<file path="src/rtl/skp_pkg.sv">
package skp_pkg;
  typedef enum logic [2:0] {
    PH_LOAD   = 3'd0,
    PH_STREAM = 3'd1,
    PH_DRAIN  = 3'd2,
    PH_CAPT   = 3'd3,
    PH_COLL   = 3'd4
  } phase_e;
endpackage

</file>
<file path="src/rtl/skp_pe.sv">
module skp_pe #(
  parameter int N    = 8,
  parameter int DW   = 12,
  parameter int SW   = 10,
  parameter int IDXW = 10,
  parameter int BW   = 3,
  parameter int ACCW = 25
) (
  input  logic                   clk_i,
  input  logic                   rst_ni,
  input  logic                   skw_shift_i,
  input  logic signed [SW-1:0]   skw_in_i,
  output logic signed [SW-1:0]   skw_out_o,
  input  logic                   b_vld_i,
  input  logic                   b_end_i,
  input  logic [BW-1:0]          b_band_i,
  input  logic [IDXW-1:0]        b_idx_i,
  input  logic signed [DW-1:0]   b_dat_i,
  output logic                   b_vld_o,
  output logic                   b_end_o,
  output logic [BW-1:0]          b_band_o,
  output logic [IDXW-1:0]        b_idx_o,
  output logic signed [DW-1:0]   b_dat_o,
  output logic [IDXW-1:0]        max_idx_o,
  output logic [IDXW-1:0]        min_idx_o
);
  localparam int PW = DW + SW;

  logic signed [SW-1:0]   skw_q [N];
  logic signed [PW-1:0]   prod;
  logic signed [ACCW-1:0] prod_ext, acc_q, acc_nxt, max_q, min_q;
  logic                   last_band, first_pix;

  // weight shift chain: enters at top band, leaves from band 0
  always_ff @(posedge clk_i or negedge rst_ni) begin
    if (!rst_ni) begin
      for (int b = 0; b < N; b++) skw_q[b] <= '0;
    end else if (skw_shift_i) begin
      for (int b = 0; b < N - 1; b++) skw_q[b] <= skw_q[b+1];
      skw_q[N-1] <= skw_in_i;
    end
  end
  assign skw_out_o = skw_q[0];

  assign prod      = b_dat_i * skw_q[b_band_i];
  assign prod_ext  = {{(ACCW-PW){prod[PW-1]}}, prod};
  assign acc_nxt   = (b_band_i == '0) ? prod_ext : acc_q + prod_ext;
  assign last_band = (b_band_i == BW'(N - 1));
  assign first_pix = (b_idx_i == '0);

  always_ff @(posedge clk_i or negedge rst_ni) begin
    if (!rst_ni) begin
      acc_q     <= '0;
      max_q     <= '0;
      min_q     <= '0;
      max_idx_o <= '0;
      min_idx_o <= '0;
    end else if (b_vld_i) begin
      acc_q <= acc_nxt;
      if (last_band) begin
        // strict compares keep the earlier index on ties
        if (first_pix || (acc_nxt > max_q)) begin
          max_q     <= acc_nxt;
          max_idx_o <= b_idx_i;
        end
        if (first_pix || (acc_nxt < min_q)) begin
          min_q     <= acc_nxt;
          min_idx_o <= b_idx_i;
        end
      end
    end
  end

  // one register per element: pixel ripples, never broadcast
  always_ff @(posedge clk_i or negedge rst_ni) begin
    if (!rst_ni) begin
      b_vld_o  <= 1'b0;
      b_end_o  <= 1'b0;
      b_band_o <= '0;
      b_idx_o  <= '0;
      b_dat_o  <= '0;
    end else begin
      b_vld_o  <= b_vld_i;
      b_end_o  <= b_end_i & b_vld_i;
      b_band_o <= b_band_i;
      b_idx_o  <= b_idx_i;
      b_dat_o  <= b_dat_i;
    end
  end
endmodule

</file>
<file path="src/rtl/skp_res_node.sv">
module skp_res_node #(
  parameter int IDXW = 10
) (
  input  logic            clk_i,
  input  logic            rst_ni,
  input  logic            load_i,
  input  logic            shift_i,
  input  logic [IDXW-1:0] own_max_i,
  input  logic [IDXW-1:0] own_min_i,
  input  logic [IDXW-1:0] nxt_max_i,
  input  logic [IDXW-1:0] nxt_min_i,
  output logic [IDXW-1:0] max_o,
  output logic [IDXW-1:0] min_o
);
  always_ff @(posedge clk_i or negedge rst_ni) begin
    if (!rst_ni) begin
      max_o <= '0;
      min_o <= '0;
    end else if (load_i) begin
      max_o <= own_max_i;
      min_o <= own_min_i;
    end else if (shift_i) begin
      max_o <= nxt_max_i;
      min_o <= nxt_min_i;
    end
  end
endmodule

</file>
<file path="src/rtl/skp_ctrl.sv">
module skp_ctrl
  import skp_pkg::*;
#(
  parameter int P    = 4,
  parameter int N    = 8,
  parameter int IDXW = 10,
  parameter int SIDW = 12,
  parameter int BW   = 3
) (
  input  logic            clk_i,
  input  logic            rst_ni,
  input  logic            skw_valid_i,
  input  logic            pix_valid_i,
  input  logic            pix_last_i,
  input  logic            out_ready_i,
  input  logic            tail_end_i,
  output logic            skw_ready_o,
  output logic            skw_shift_o,
  output logic            pix_ready_o,
  output logic            pix_take_o,
  output logic [BW-1:0]   band_o,
  output logic [IDXW-1:0] idx_o,
  output logic            end_o,
  output logic            cap_o,
  output logic            shift_o,
  output logic            out_valid_o,
  output logic [SIDW-1:0] sid_o,
  output logic            done_o
);
  localparam int LDN = P * N;
  localparam int LDW = $clog2(LDN + 1);
  localparam int CW  = $clog2(P + 1);

  phase_e          ph_q;
  logic [LDW-1:0]  ld_q;
  logic [BW-1:0]   band_q;
  logic [IDXW-1:0] idx_q;
  logic [CW-1:0]   oc_q;
  logic [SIDW-1:0] sid_q;
  logic            done_q;

  assign skw_ready_o = (ph_q == PH_LOAD);
  assign pix_ready_o = (ph_q == PH_STREAM);
  assign out_valid_o = (ph_q == PH_COLL);
  assign cap_o       = (ph_q == PH_CAPT);
  assign skw_shift_o = skw_ready_o & skw_valid_i;
  assign pix_take_o  = pix_ready_o & pix_valid_i;
  assign shift_o     = out_valid_o & out_ready_i;
  assign band_o      = band_q;
  assign idx_o       = idx_q;
  assign end_o       = pix_last_i & (band_q == BW'(N - 1));
  assign sid_o       = sid_q;
  assign done_o      = done_q;

  always_ff @(posedge clk_i or negedge rst_ni) begin
    if (!rst_ni) begin
      ph_q   <= PH_LOAD;
      ld_q   <= '0;
      band_q <= '0;
      idx_q  <= '0;
      oc_q   <= '0;
      sid_q  <= '0;
      done_q <= 1'b0;
    end else begin
      done_q <= 1'b0;
      unique case (ph_q)
        PH_LOAD: if (skw_shift_o) begin
          if (ld_q == LDW'(LDN - 1)) begin
            ld_q   <= '0;
            band_q <= '0;
            idx_q  <= '0;
            ph_q   <= PH_STREAM;
          end else begin
            ld_q <= ld_q + 1'b1;
          end
        end
        PH_STREAM: if (pix_take_o) begin
          if (band_q == BW'(N - 1)) begin
            band_q <= '0;
            idx_q  <= idx_q + 1'b1;
          end else begin
            band_q <= band_q + 1'b1;
          end
          if (end_o) ph_q <= PH_DRAIN;
        end
        PH_DRAIN: if (tail_end_i) ph_q <= PH_CAPT;
        PH_CAPT: begin
          oc_q <= '0;
          ph_q <= PH_COLL;
        end
        PH_COLL: if (shift_o) begin
          sid_q <= sid_q + 1'b1;
          if (oc_q == CW'(P - 1)) begin
            done_q <= 1'b1;
            ph_q   <= PH_LOAD;
          end else begin
            oc_q <= oc_q + 1'b1;
          end
        end
        default: ph_q <= PH_LOAD;
      endcase
    end
  end
endmodule

</file>
<file path="src/rtl/skew_extrema_array.sv">
module skew_extrema_array #(
  parameter int P    = 4,
  parameter int N    = 8,
  parameter int DW   = 12,
  parameter int SW   = 10,
  parameter int IDXW = 10,
  parameter int SIDW = 12
) (
  input  logic                 clk_i,
  input  logic                 rst_ni,
  input  logic                 skw_valid_i,
  output logic                 skw_ready_o,
  input  logic signed [SW-1:0] skw_data_i,
  input  logic                 pix_valid_i,
  output logic                 pix_ready_o,
  input  logic signed [DW-1:0] pix_data_i,
  input  logic                 pix_last_i,
  output logic                 out_valid_o,
  input  logic                 out_ready_i,
  output logic [SIDW-1:0]      out_skw_id_o,
  output logic [IDXW-1:0]      out_max_idx_o,
  output logic [IDXW-1:0]      out_min_idx_o,
  output logic                 done_o
);
  localparam int BW   = (N > 1) ? $clog2(N) : 1;
  localparam int ACCW = DW + SW + BW;

  logic            skw_shift, pix_take, end_b, cap, shift;
  logic [BW-1:0]   band_c;
  logic [IDXW-1:0] idx_c;

  // beat chain: index e feeds element e
  logic                 c_vld  [P+1];
  logic                 c_end  [P+1];
  logic [BW-1:0]        c_band [P+1];
  logic [IDXW-1:0]      c_idx  [P+1];
  logic signed [DW-1:0] c_dat  [P+1];
  logic signed [SW-1:0] s_chain[P+1];
  logic [IDXW-1:0]      pe_max [P];
  logic [IDXW-1:0]      pe_min [P];
  logic [IDXW-1:0]      n_max  [P+1];
  logic [IDXW-1:0]      n_min  [P+1];

  skp_ctrl #(.P(P), .N(N), .IDXW(IDXW), .SIDW(SIDW), .BW(BW)) u_ctrl (
    .clk_i       (clk_i),
    .rst_ni      (rst_ni),
    .skw_valid_i (skw_valid_i),
    .pix_valid_i (pix_valid_i),
    .pix_last_i  (pix_last_i),
    .out_ready_i (out_ready_i),
    .tail_end_i  (c_vld[P-1] & c_end[P-1]),
    .skw_ready_o (skw_ready_o),
    .skw_shift_o (skw_shift),
    .pix_ready_o (pix_ready_o),
    .pix_take_o  (pix_take),
    .band_o      (band_c),
    .idx_o       (idx_c),
    .end_o       (end_b),
    .cap_o       (cap),
    .shift_o     (shift),
    .out_valid_o (out_valid_o),
    .sid_o       (out_skw_id_o),
    .done_o      (done_o)
  );

  always_ff @(posedge clk_i or negedge rst_ni) begin
    if (!rst_ni) begin
      c_vld[0]  <= 1'b0;
      c_end[0]  <= 1'b0;
      c_band[0] <= '0;
      c_idx[0]  <= '0;
      c_dat[0]  <= '0;
    end else begin
      c_vld[0]  <= pix_take;
      c_end[0]  <= pix_take & end_b;
      c_band[0] <= band_c;
      c_idx[0]  <= idx_c;
      c_dat[0]  <= pix_data_i;
    end
  end

  assign s_chain[0] = skw_data_i;
  assign n_max[P]   = '0;
  assign n_min[P]   = '0;

  for (genvar e = 0; e < P; e++) begin : g_el
    skp_pe #(.N(N), .DW(DW), .SW(SW), .IDXW(IDXW), .BW(BW), .ACCW(ACCW)) u_pe (
      .clk_i       (clk_i),
      .rst_ni      (rst_ni),
      .skw_shift_i (skw_shift),
      .skw_in_i    (s_chain[e]),
      .skw_out_o   (s_chain[e+1]),
      .b_vld_i     (c_vld[e]),
      .b_end_i     (c_end[e]),
      .b_band_i    (c_band[e]),
      .b_idx_i     (c_idx[e]),
      .b_dat_i     (c_dat[e]),
      .b_vld_o     (c_vld[e+1]),
      .b_end_o     (c_end[e+1]),
      .b_band_o    (c_band[e+1]),
      .b_idx_o     (c_idx[e+1]),
      .b_dat_o     (c_dat[e+1]),
      .max_idx_o   (pe_max[e]),
      .min_idx_o   (pe_min[e])
    );

    skp_res_node #(.IDXW(IDXW)) u_node (
      .clk_i     (clk_i),
      .rst_ni    (rst_ni),
      .load_i    (cap),
      .shift_i   (shift),
      .own_max_i (pe_max[e]),
      .own_min_i (pe_min[e]),
      .nxt_max_i (n_max[e+1]),
      .nxt_min_i (n_min[e+1]),
      .max_o     (n_max[e]),
      .min_o     (n_min[e])
    );
  end

  assign out_max_idx_o = n_max[0];
  assign out_min_idx_o = n_min[0];
endmodule

</file>
<file path="config.mk">
export PLATFORM = sky130hd
export DESIGN_NAME = skew_extrema_array
export DESIGN_NICKNAME = d
export VERILOG_FILES = /design/src/rtl/skp_pkg.sv /design/src/rtl/skp_pe.sv /design/src/rtl/skp_res_node.sv /design/src/rtl/skp_ctrl.sv /design/src/rtl/skew_extrema_array.sv
export SDC_FILE = /design/constraint.sdc
export NUM_CORES = 2
export LEC_CHECK = 0
export BUFFER_PORTS_ARGS = -buffer_cell sky130_fd_sc_hd__buf_2
export CAP_MARGIN = 20
export CORE_MARGIN = 2
export CORE_UTILIZATION = 24
export DETAILED_ROUTE_END_ITERATION = 7
export HOLD_SLACK_MARGIN = 0.1
export MAX_ROUTING_LAYER = met4
export PLACE_DENSITY = 0.41
export RECOVER_POWER = 25
export SLEW_MARGIN = 20
export SYNTH_ARGS = -nofsm -noshare
export SYNTH_HDL_FRONTEND = slang
export SYNTH_SLANG_ARGS = --single-unit
</file>
<file path="constraint.sdc">
create_clock -name clk_i -period 30.8 [get_ports clk_i]
set_input_delay 6.16 -clock clk_i [delete_from_list [all_inputs] [get_ports clk_i]]
set_output_delay 6.16 -clock clk_i [all_outputs]
set_load 0.02 [all_outputs]
</file>
## Word level (Yosys, flattened, before mapping)

Cells that the tools add are included.

| operators by class | value |
|---|---|
| add/sub/neg operators | 9 |
| $mul | 4 |
| order comparisons | 12 |
| equality and inequality tests | 20 |
| muxes and demuxes | 56 |
| bitwise operators | 13 |
| reduce and logical (&&, ||, !) cells | 34 |

Operators with widths:

| cell | number |
|---|---|
| 10-bit 2-to-1 mux | 27 |
| 10-bit binary-select mux with 3-bit select | 4 |
| 25-bit by 22-bit adder with 25-bit output | 4 |
| 25-bit > comparator | 4 |
| 25-bit < comparator | 4 |
| 25-bit 2-to-1 mux | 4 |
| 12-bit by 10-bit multiplier with 22-bit output | 4 |
| 10-bit zero test | 4 |
| 3-bit 2-to-1 mux | 13 |
| 3-bit AND reduction | 9 |
| 10-bit one-hot mux with 2 select lines | 1 |
| 3-bit equality test, second input constant | 6 |
| 4-bit >= comparator, second input constant | 4 |
| 3-bit NOT with 4-bit output | 4 |
| 3-bit zero test | 5 |
| 3-bit one-hot mux with 5 select lines | 1 |
| 12-bit by 1-bit adder with 12-bit output, second input constant | 1 |
| 2-bit inequality test, second input constant | 6 |
| 3-bit one-hot mux with 2 select lines | 2 |
| 10-bit by 1-bit adder with 10-bit output, second input constant | 1 |
| 1-bit bitwise AND | 9 |
| 3-bit by 2-bit equality test with 1-bit output, second input constant | 3 |
| 1-bit logical OR | 8 |
| 7-bit AND reduction | 1 |
| 11 further kinds | 19 |

| word-level totals | value |
|---|---|
| register bits after elaboration | 926 |
| input bits | 28 |
| output and inout port bits | 36 |

## Logic depth before layout (Yosys ltp)

| logic depth | value |
|---|---|
| word-level depth | 10 |
| gate-level depth with buffers | 45 |

## Modules after synthesis

From an unflattened synthesis, not the netlist that was laid out.

| second synthesis, totals | value |
|---|---|
| cells, all modules | 6327 |
| area, all modules | 67790.0 um^2 |

Modules (own cells, without submodules):

| module | times used | cells an instance | area an instance (um^2) |
|---|---|---|---|
| skp_pe (g_el[2].u_pe) | 1 | 1494 | 15453.6 |
| skp_pe (g_el[3].u_pe) | 1 | 1431 | 15409.8 |
| skp_pe (g_el[0].u_pe) | 1 | 1438 | 15363.5 |
| skp_pe (g_el[1].u_pe) | 1 | 1404 | 15224.6 |
| skp_res_node | 4 | 86 | 919.6 |
| skp_ctrl | 1 | 186 | 1968.1 |
| skew_extrema_array | 1 | 30 | 691.9 |

## Worst setup path after synthesis

No wires, ideal clock.

| path | value |
|---|---|
| path kind | flip-flop to flip-flop |
| start point | register, netlist name g_el[1].u_pe.b_band_o[0] |
| end point | register g_el[2].u_pe.max_idx_o[2] |
| library setup time | 125 ps |
| data arrival time | 10441 ps |
| setup slack | 20234 ps |
| cell stages (with the launch flop) | 40 |
| period minus slack after synthesis | 10566 ps |
| cell sequence | dfrtp_1 > buf_1 > mux4_2 > mux2_2 > clkbuf_1 > nand2_1 > inv_1 > fa_1 > fa_1 > fa_1 > fa_1 > inv_1 > fa_1 > inv_1 > ha_1 > and3_1 > a22o_1 > or3_1 > [4 not listed] > a21o_1 > a21o_1 > a221o_1 > a41oi_1 > o21ai_1 > a31oi_1 > xnor2_1 > mux2_2 > ha_1 > nand3_1 > or4_1 > o41ai_1 > o211ai_1 > o21ai_0 > a211o_1 > clkbuf_1 > buf_1 > mux2_2 |

| between the ends | value |
|---|---|
| longest elaborated chain between the ends | 10 |
| elaborated cells between the ends (all ways) | 12 |
| those cells by class | add/sub (1); mul (1); order compare (1); eq/ne (1); mux (4); bitwise (1); reduce/logical (3) |

RTL lines:

| item | line | RTL |
|---|---|---|
| 3-bit NOT with 4-bit output (implied by the code) | skp_pe.sv:45 | `assign prod = b_dat_i * skw_q[b_band_i];` |
| 10-bit binary-select mux with 3-bit select | skp_pe.sv:45 |  |
| 10-bit 2-to-1 mux (implied by the code) (2 in series) | skp_pe.sv:45 |  |
| 12-bit by 10-bit multiplier with 22-bit output | skp_pe.sv:45 |  |
| 25-bit by 22-bit adder with 25-bit output | skp_pe.sv:47 | `assign acc_nxt = (b_band_i == '0) ? prod_ext : acc_q + prod_ext;` |
| 25-bit 2-to-1 mux (*) | skp_pe.sv:47 |  |
| named net g_el[2].u_pe.acc_nxt[23] | skp_pe.sv:31 | `logic signed [ACCW-1:0] prod_ext, acc_q, acc_nxt, max_q, min_q;` |
| 25-bit > comparator (*) | skp_pe.sv:62 | `if (first_pix \|\| (acc_nxt > max_q)) begin` |
| 1-bit logical OR (*) | skp_pe.sv:62 |  |
| 3-bit AND reduction (no source line) (*) | -- |  |
| end signal: assignment | skp_pe.sv:64 | `max_idx_o <= b_idx_i;` |
| end: declaration | skp_pe.sv:24 | `output logic [IDXW-1:0] max_idx_o,` |

The timed path passes the listed nets; every way through them passes the cells marked *. The select of a mux whose other input is x is not followed.
A chain may end at the register's enable or synchronous reset.

==> flow_summary.toml <==
[outcome]
outcome = "finished, violations left"
violations = "max-capacitance violations, max-slew violations"

[flow_run]
maxCapViolations = 16

[clock_tree]
numClockSinks = 926
cts.clk_slew.worst_paths_ns = 0.06
ctsResizeCount = 0
insertion_delay_ns = 0.77
cts_made_buffers = 108
post_cts_buffers = 0
clk_path_buf_depth = 3
cts_root_buf = "clkbuf_16"
cts_tree = "yes"
h-tree-depth = 3
cts_hold_buf = 0

[place]
gp_congestion = 0.774
place_hpwl_microns = 115000
portBuffers = 63

[synth]
yosys.area_share.simple_pct = 9.03
synth-seq-cells = 926
synth_compound_area_share_pct = 7.95
synth_edf_count = 0
synthArstFlopShare_pct = 100
synth_top_family_by_area = "adder cells"
ys_types = 83
synthCells = 6106
synth_fp_nets = 7078
netlist_area_sq_um = 65800
synthAdderAreaFrac_pct = 22.9
synth-xor-area-share_pct = 2.57
avgSynthCellArea_sq_um = 10.8
ys.flop_type = "dfrtp_1"
yosys_warnings = 0
synthMuxAreaShare_pct = 16.0
ys_seq_area_share_pct = 35.2

[critical_path]
cp-end-kind = "asynchronous set/reset pin"
startpoint = "rst_ni"
r2r_cells = 37
path_max_fanout = 119
rr_endpoint = "g_el[2].u_pe.max_q[12]$_DFFE_PN0P_"
required_ns = 31.50
crit_type = "primary input to asynchronous set/reset pin"
rr_startpoint = "g_el[1].u_pe.b_band_o[0]$_DFF_PN0_"
reg2reg_slack_ns = 17.75
cp-endpoint = "g_el[3].u_node.min_o[0]$_DFFE_PN0P_"
critPathLaunchType = "primary input"
cp_data_arrival_time_ns = 17.69

[timing]
setup_viol = 0
whs_ns = 0.399
maxSlewViolCount = 738
fin_setup_tns_ns = 0
fin_crit_sh_pct = 55.2
max_freq_mhz = 58.9
fin_crit_ns = 16.99
hold_viol = 0
rsz0062_at_grt = "no"
skew_ns = 0.0616
worst_pin_slew_ns = 7.32
relSlewSlack_pct = -388

[global_route]
grt_util_met3_pct = 1.48
overflow = 0
antenna_found_initial = 10
grt_max_degree = 159
grt_pass1_vias = 44996
grt_use_met1_pct = 16.0
met2_usage_pct = 18.9
grt.busiest_layer = "met2"
grt_pass1_wl_microns = 256000
grt_usage_pct = 11.8

[cells_and_area]
mostFrequentLayoutCell = "dfrtp_1"
drive_gt1_share_pct = 17.8
fillers = 28724
mostFrequentLayoutCells = "dfrtp_1 (926), inv_1 (860), mux2_2 (643), ha_1 (512), nand2_1 (504)"
finalNetCount = 7085
regArea_sq_um = 23200
multi_input_area_sq_um = 38500
syn2layout_area_growth_pct = 12.4

[route]
antenna_left = 0
num_vias = 43021
first_iter_violations = 2107
drc_errors = 0
wirelength_microns = 158000
wire_per_inst_microns = 16.2
dr.pass1.iters = 5
vias_per_cell = 4.39

[die]
coreArea_sq_um = 273000
ioPinCount = 64
dieWidth_microns = 528
rows = 192
initial_core_util_pct = 24.1
chipHeight_microns = 528
die-area_sq_um = 278000

[min_path]
hold_class = "register to register"
-- per-stage QoR --
stage | worst slack (ns) | util, % | instance area [sq um] | std cells
after detailed placement | 18.64 | 25.8 | 70400 | 9590
after global routing | 11.24 | 27.1 | 73900 | 9786
after floorplan | 20.23 | - | 65800 | 6106
after global placement | 18.66 | 25.8 | 70400 | 9590
after CTS | 18.61 | 27.1 | 74000 | 9782
final | 13.81 | 27.1 | 74000 | 9789
-- cells in the mapped netlist, drive strengths merged, types with 7 or more instances --
library cell	n	area (sq um)
dfrtp	926	23200
inv	861	3230
mux2	678	7740
ha	512	6410
nand2	504	1890
fa	432	8650
o21ai	266	1340
a21oi	223	1130
nor2	211	792
clkbuf	170	638
nor2b	143	895
xnor2	132	1160
a21o	110	826
mux2i	97	971
mux4	80	1800
and2	76	475
buf	76	340
xor2	60	526
nand2b	59	369
nand4	57	357
nand3	46	230
o21a	36	270
nor3	32	171
a31oi	31	194
a211oi	26	200
or2	25	156
and3	23	144
o21bai	21	158
o211ai	19	143
o31ai	19	143
nor4	15	100
or3	14	87.6
a2111oi	12	111
and4	8	70.1
a211o	7	61.3
o31a	7	61.3
or4	7	52.6
-- cells by family after synthesis --
logic type / Yosys count
mux: 855
xor+xnor: 192
buf+inv: 1108
compound gates: 843
flops: 926
fa+ha+maj: 944
simple gates: 1238
-- sequential cells by signal, indices dropped and copies added, names as in the netlist, 6 cells and up --
name	cells
u_ctrl.idx_o	10
u_ctrl.sid_o	12
g_el.u_pe.b_dat_o	36
c_dat	12
g_el.u_pe.skw_q	280
g_el.u_node.max_o	40
g_el.u_pe.min_idx_o	40
g_el.u_pe.acc_q	100
c_idx	10
g_el.u_pe.b_idx_o	30
g_el.u_pe.max_idx_o	40
g_el.u_node.min_o	40
u_ctrl.ld_q	6
g_el.u_pe.max_q	100
g_el.u_pe.b_band_o	9
g_el.u_pe.skw_out_o	40
g_el.u_pe.min_q	100
-- critical path: stages --
cell,delay [ns]
clkbuf_1,3.67
clkbuf_1,5.40
buf_4,1.31
buf_4,0.89
-- cell type report --
| cell class | instances | share of cell area (%) |
|---|---|---|
| Antenna cell | 5 | 0.0169 |
| Clock buffer | 160 | 4.38 |
| Clock inverter | 32 | 0.545 |
| Inverter | 862 | 4.38 |
| Multi-Input combinational cell | 4072 | 52.1 |
| Sequential cell | 926 | 31.3 |
| Tap cell | 3589 | 6.07 |
| Timing Repair Buffer | 143 | 1.18 |
-- metal layers --
metal	routed length, microns	vias to the layer above
met5	0	-
met4	2900	0
met3	4520	176
met2	75200	482
met1	75700	21901
li1	-	20462
-- how the worst min path moves through the flow --
stage	from	to	slack, ns	cells after the start
after global routing	u_ctrl.idx_o[9]$_DFFE_PN0P_	c_idx[49]$_DFF_PN0_	0.41	0
after global placement	u_ctrl.idx_o[9]$_DFFE_PN0P_	c_idx[49]$_DFF_PN0_	0.39	0
after detailed placement	u_ctrl.idx_o[9]$_DFFE_PN0P_	c_idx[49]$_DFF_PN0_	0.39	0
after floorplan	g_el[0].u_pe.b_band_o[0]$_DFF_PN0_	g_el[1].u_pe.b_band_o[0]$_DFF_PN0_	0.35	0
after CTS	u_ctrl.idx_o[9]$_DFFE_PN0P_	c_idx[49]$_DFF_PN0_	0.40	0
final	u_ctrl.idx_o[9]$_DFFE_PN0P_	c_idx[49]$_DFF_PN0_	0.40	0
Power is left out: the tool's default activity adds up to more than one toggle a clock period on the data nets, which glitch-free logic cannot reach.
